`src/rtl/sw_serial_ctrl.sv`:
```
module sw_serial_ctrl #(
  parameter int NSW      = 8,
  parameter int SYNC_LEN = 2
) (
  input  logic           clk,
  input  logic           rst_n,
  input  logic           sclk_i,
  input  logic           frame_n_i,
  input  logic           sdi_i,
  output logic           sdo_o,
  output logic [NSW-1:0] sw_en_o,
  output logic           upd_o,
  output logic [NSW-1:0] chg_mask_o
);

  localparam int MSB = NSW - 1;

  logic [SYNC_LEN-1:0] sclk_sy, frm_sy, sdi_sy;
  logic                sclk_q, frm_q;
  logic [NSW-1:0]      sr;

  always_ff @(posedge clk) begin
    if (!rst_n) begin
      sclk_sy <= '1;
      frm_sy  <= '1;
      sdi_sy  <= '0;
      sclk_q  <= 1'b1;
      frm_q   <= 1'b1;
    end else begin
      sclk_sy <= {sclk_sy[SYNC_LEN-2:0], sclk_i};
      frm_sy  <= {frm_sy[SYNC_LEN-2:0], frame_n_i};
      sdi_sy  <= {sdi_sy[SYNC_LEN-2:0], sdi_i};
      sclk_q  <= sclk_sy[SYNC_LEN-1];
      frm_q   <= frm_sy[SYNC_LEN-1];
    end
  end

  wire sclk_s    = sclk_sy[SYNC_LEN-1];
  wire frm_s     = frm_sy[SYNC_LEN-1];
  wire sdi_s     = sdi_sy[SYNC_LEN-1];
  wire active    = !frm_s;
  wire sclk_fall = sclk_q && !sclk_s;
  wire sclk_rise = !sclk_q && sclk_s;
  wire frm_rise  = !frm_q && frm_s;

  always_ff @(posedge clk) begin
    if (!rst_n)                  sr <= '0;
    else if (active && sclk_fall) sr <= {sr[MSB-1:0], sdi_s};
  end

  always_ff @(posedge clk) begin
    if (!rst_n)                   sdo_o <= 1'b0;
    else if (active && sclk_rise) sdo_o <= sr[MSB];
  end

  always_ff @(posedge clk) begin
    if (!rst_n) begin
      sw_en_o    <= '0;
      upd_o      <= 1'b0;
      chg_mask_o <= '0;
    end else begin
      upd_o <= frm_rise;
      if (frm_rise) begin
        sw_en_o    <= sr;
        chg_mask_o <= sr ^ sw_en_o;
      end
    end
  end

  p_idle_no_shift_r5: assert property (@(posedge clk) disable iff (!rst_n)
    frm_s |=> $stable(sr));

  p_en_only_on_update_r6: assert property (@(posedge clk) disable iff (!rst_n)
    !$stable(sw_en_o) |-> upd_o);

  p_upd_single_r7: assert property (@(posedge clk) disable iff (!rst_n)
    upd_o |=> !upd_o);

  p_mask_delta_r8: assert property (@(posedge clk) disable iff (!rst_n)
    upd_o |-> (chg_mask_o == (sw_en_o ^ $past(sw_en_o))));

  p_sdo_on_rise_r9: assert property (@(posedge clk) disable iff (!rst_n)
    !$stable(sdo_o) |-> $past(sclk_rise && active));

  p_upd_after_frame_r7: assert property (@(posedge clk) disable iff (!rst_n)
    upd_o |-> $past(frm_rise));

endmodule

```
`config.mk`:
```
export PLATFORM = sky130hd
export DESIGN_NAME = sw_serial_ctrl
export DESIGN_NICKNAME = d
export VERILOG_FILES = /design/src/rtl/sw_serial_ctrl.sv
export SDC_FILE = /design/constraint.sdc
export NUM_CORES = 1
export LEC_CHECK = 0
export BUFFER_PORTS_ARGS = -buffer_cell sky130_fd_sc_hd__buf_4
export CAP_MARGIN = 20
export CELL_PAD_IN_SITES_DETAIL_PLACEMENT = 1
export CELL_PAD_IN_SITES_GLOBAL_PLACEMENT = 2
export CORE_UTILIZATION = 29
export DETAILED_ROUTE_END_ITERATION = 16
export HOLD_SLACK_MARGIN = 0.08
export MAX_ROUTING_LAYER = met4
export PLACE_DENSITY_LB_ADDON = 0.2
export SYNTH_ARGS = -nofsm -noshare
export SYNTH_HDL_FRONTEND = slang
export SYNTH_SLANG_ARGS = --single-unit
export TNS_END_PERCENT = 50
```
`constraint.sdc`:
```
create_clock -name clk -period 1.1 [get_ports clk]
set_input_delay 0.055 -clock clk [delete_from_list [all_inputs] [get_ports clk]]
set_output_delay 0.055 -clock clk [all_outputs]
set_load 0.02 [all_outputs]
```
After elaboration in Yosys (flattened, before gate mapping)
Cells that the tools add are included.
{"block": "op_classes", "bitwise": 1, "n_reduce_logical": 9}
{"op": "$xor A8 B8 Y8", "n": 1}
{"op": "$logic_and A1 B1 Y1", "n": 5}
{"op": "$logic_not A1 Y1", "n": 4}
{"block": "word_totals", "out_inout_bits": 18, "elab_cells": 20, "register_bits": 34}

Logic depth before layout (Yosys ltp)
{"block": "depth", "depth_word": 3, "ltp_mapped": 5, "ltp_nobuf": 3}

Least setup slack after synthesis
OpenSTA, ideal clock, no wires.
{"block": "synth_timing", "path_kind": "register to register", "from": "reg frm_sy[1]", "to": "reg chg_mask_o[0]", "stages_incl_launch_ff": 6, "arrival_ns": 0.908, "setup_slack_ns": 0.074, "path_buffers": 2, "t_required_ns": 0.981, "path_cell_list": "dfxtp_1 > and2b_1 > buf_4 > buf_6 > o21ai_1 > a21oi_1"}
{"block": "synth_between", "elab_chain_len": 1}
{"element": "start, declared", "line_no": "18", "text": "logic [SYNC_LEN-1:0] sclk_sy, frm_sy, sdi_sy;"}
{"element": "start signal, assigned", "line_no": "31", "text": "frm_sy <= {frm_sy[SYNC_LEN-2:0], frame_n_i};"}
{"element": "$logic_and A1 B1 Y1", "line_no": "44", "text": "wire frm_rise = !frm_q && frm_s;"}
{"element": "end signal, assigned", "line_no": "65", "text": "chg_mask_o <= sr ^ sw_en_o;"}
{"element": "end, declared", "line_no": "13", "text": "output logic [NSW-1:0] chg_mask_o"}
Every way passes these cells.
A chain may end at the register's enable or synchronous reset.

Worst setup path in the final report
{"block": "layout_timing", "from": "reg frm_sy[1]", "to": "reg chg_mask_o[2]"}
The elaborated chain is that of the path after synthesis.

==> results <==
- The warning count from the yosys run is 0.
- The total wire length after detailed routing is 2510 um.
- CTS built an H-tree with a depth of 2.
- In this run, the number of DRC markers left after iteration 0 of detailed routing was 67.
- Counting along the longest clock path gives a buffer depth of 2.
- The initial antenna violation count was 0.
- The largest area contributor in the synthesized netlist is dfxtp_1.
- The post-placement setup slack is 0.0360 ns.
- The worst register-to-register path ends at chg_mask_o[2].
- After global routing the overflow that remains totals 0.
- The clock tree from TritonCTS is yes.
- Setup violations remaining at the end of the flow were counted as 0.
- The worst hold path cell count is 2.
- The count of final max-slew check failures came to 0.
- The worst-case setup margin in the final layout is between 0.09 and 0.1 ns.
- After synthesis, the mean cell area works out to 9.45 um^2.
- The number of nets still failing antenna checks after routing is 0.
- The TritonCTS buffer count is 5.
- In this run the most critical hold path is launched from rst_n.
- The first global-routing pass estimated approximately 4500 um of wire.
- After synthesis the netlist holds a flip-flop and latch count of 34.
- The number of sinks handled by clock tree synthesis is 34.
- The first detailed-routing pass ran for 3 iterations.
- IR analysis of the VDD net gives a maximum drop of 586 uV.
- Clock-pin slew was measured on the worst setup and hold paths at 0.06 ns.
- 0 antenna diodes ended up in the layout.
- STA puts the critical path data arrival time at approximately 1.2 ns.
- The share of the Yosys chip area taken by registers is 55.4%.
- Across all layers, the routed design uses 935 vias.
- The run finished with clean final reports.
- The final-report hold violation count was 0.
- The detailed placer's ending HPWL is 1670 um.
- The via count of the first global-routing pass is 934.
- The filler cells instantiated in the layout total roughly 470.
- The remaining design rule violation count is 0.
- The initial core utilization is 30.5%.
- The die is 67.1 um tall.
- The routed design could run at a clock period as short as 1.00 ns.
- The core region area is 4030 um^2.
- The count of cell types in the netlist is 17.
- The leading cell type in the layout, fill and taps excluded is dfxtp_1.
- The worst register-to-register path begins at frm_sy[1].
- The area share of the largest cell type after synthesis is 55.4%.
- By area the synthesized netlist is led by dfxtp_1 55%, nand2_1 7.6%, o21ai_1 6.5%.
- The class of the tightest hold or removal check is in -> reg.
- The clock arrives with between 0.007 and 0.008 ns of skew.
- The congestion estimate from routability-driven global placement came to 0.697.
- The signed area change from the synthesized netlist to the final layout is 25.9%.
- The via density per instance is 4.56.
- The cell at the root of the clock tree is clkbuf_8.
- The die outline area is around 4500 um^2.
- The pin slew with the least headroom to its limit is 0.382 ns.
- The final routed wire length divided by cell count is 12.2 um.
- Global routing used ~15% of the available tracks.
- Of all nets on the critical path, the largest fanout is 25.
- The net total in the final layout is 160.
- The worst setup path is of the reg -> reg kind.
- For the worst-skew pair, the clock arrives at the later sink with an insertion delay of roughly 0.28 ns.
- The count of buffers added on input and output ports is 22.
- The worst setup path is captured at a flip-flop.
- The leakage power is 0.572 nW.
- In the layout the commonest cells are 33 x dfxtp_1, 25 x nand2_1, 22 x buf_4, 16 x o21ai_1.
- The number of placed I/O pins is 23.
- The floorplan has 23 rows.
- The mapped cell area is 1230 um^2.
- The tool flagged a number of max-cap violations equal to 0.
- The setup slack of the worst register-to-register path is 0.1 ns.
- The portion of the clock cycle consumed by the worst path in the final layout is between 90% and 100%.
- The final-layout setup total negative slack is 0 ns.
- The die is 67.1 um wide.
- The number of cells on the worst reg-to-reg path is 4.
- STA puts the critical path data required time at 1.31 ns.
- The achievable frequency is 999 MHz.
- For this design the ratio of total power to cell area is 1430 nW/um^2.
- The pin count of the biggest net entering global routing is 43.
- For hold timing, the worst endpoint is frm_sy[1].
- Setup repair after global routing left no endpoint under its margin.
- In the synthesized netlist, the number of instances is 130.
- The worst setup path is launched from a flip-flop.
- Counting every net in the synthesized netlist gives 135.
- The share of layout cells above drive strength 1 is 20.0%.
- The worst slew margin relative to its limit is 74.5%.
final cells by class:
class / instances / area, um^2 / share of cell area (%)
Sequential cell: 34 / 682 / 44.1
Multi-Input combinational cell: 87 / 490 / 31.7
Timing Repair Buffer: 27 / 235 / 15.2
Clock buffer: 7 / 76.3 / 4.94
Tap cell: 50 / 62.6 / 4.05
metrics by stage:
| stage | cell area [um^2] | std cells | util, % | power [mW] | hold slack, ns |
|---|---|---|---|---|---|
| 2_1_floorplan | 1230 | 130 | - | 1.36 | 0.128 |
| 3_3_place_gp | 1440 | 195 | 35.7 | 1.39 | 0.237 |
| 3_5_place_dp | 1440 | 195 | 35.7 | 1.40 | 0.243 |
| 4_1_cts | 1550 | 205 | 38.4 | 2.26 | 0.154 |
| 5_1_grt | 1550 | 205 | 38.4 | 2.33 | 0.178 |
| 6_report | 1550 | 205 | 38.4 | 2.21 | 0.165 |
critical path, cell delays in order, from the launching register on:
cell and delay [ns]:
dfxtp_2 0.37, and2b_1 0.18, buf_12 0.17, o21ai_1 0.07
a21oi_1 0.15
per-layer routing:
layer,wire length (um),GRT usage [%],up-vias
met2,1110,22.4,19
met3,93,3.60,7
li1,-,-,475
met5,0,-,-
met1,1230,16.7,434
met4,76,9.57,0
cell families (layout without fill, tap and decap cells):
family | Yosys count | after routing | share of synthesized area, %
and+or+nand+nor | 46 | 46 | 18.7
xor gates and xnor gates | 8 | 8 | 5.70
muxes | 1 | 1 | 0.815
AOI/OAI and AO/OA | 32 | 32 | 14.7
buffers and inverters | 9 | 34 | 4.68
DFF | 34 | 34 | 55.4
synthesized netlist by cell type:
master and number:
clkbuf_1 4, nand3_1 8, and2b_1 1, xnor2_1 8
buf_4 2, mux2i_1 1, nor3b_4 1, buf_6 2
buf_2 1, nor3b_1 1, nand2b_1 7, dfxtp_1 34
nand2_1 25, and2_1 3, o21ai_1 16, a21oi_1 8
a21boi_1 8
where the power goes:
group | internal [mW] | switching [mW] | total [mW]
combinational | 0.0519 | 0.0570 | 0.109
clock | 0.435 | 0.404 | 0.839
sequential | 1.25 | 0.0114 | 1.27
state kept, by name (all words and copies together) (netlist names):
| name | flops |
|---|---|
| sw_en_o | 8 |
| sclk_sy | 2 |
| sdi_sy | 2 |
| chg_mask_o | 8 |
| sr | 8 |
| frm_sy | 2 |
| frm_q | 1 |
| sdo_o | 1 |
| sclk_q | 1 |
| upd_o | 1 |
worst max path at each step:
| stage | startpoint | end | slack [ns] | cells after the start |
|---|---|---|---|---|
| final | frm_sy[1] | chg_mask_o[2] | 0.1 | 4 |
| after global routing | frm_sy[1] | chg_mask_o[7] | 0.003 | 4 |
| after CTS | frm_sy[1] | chg_mask_o[2] | 0.03 | 4 |
| after detailed placement | frm_sy[1] | chg_mask_o[2] | 0.04 | 4 |
| after global placement | frm_sy[1] | sr[7] | 0.09 | 4 |
| after floorplan | frm_sy[1] | chg_mask_o[0] | 0.07 | 5 |
timing repair:
action / 4_1_cts / 5_1_grt
hold buffers: 3 / 0
setup buffers: 0 / 0
gates resized for setup: 0 / 1
endpoints found under the hold margin: 3 / 0
setup endpoints to repair: 0 / 15
(Power assumes the default switching activity.)
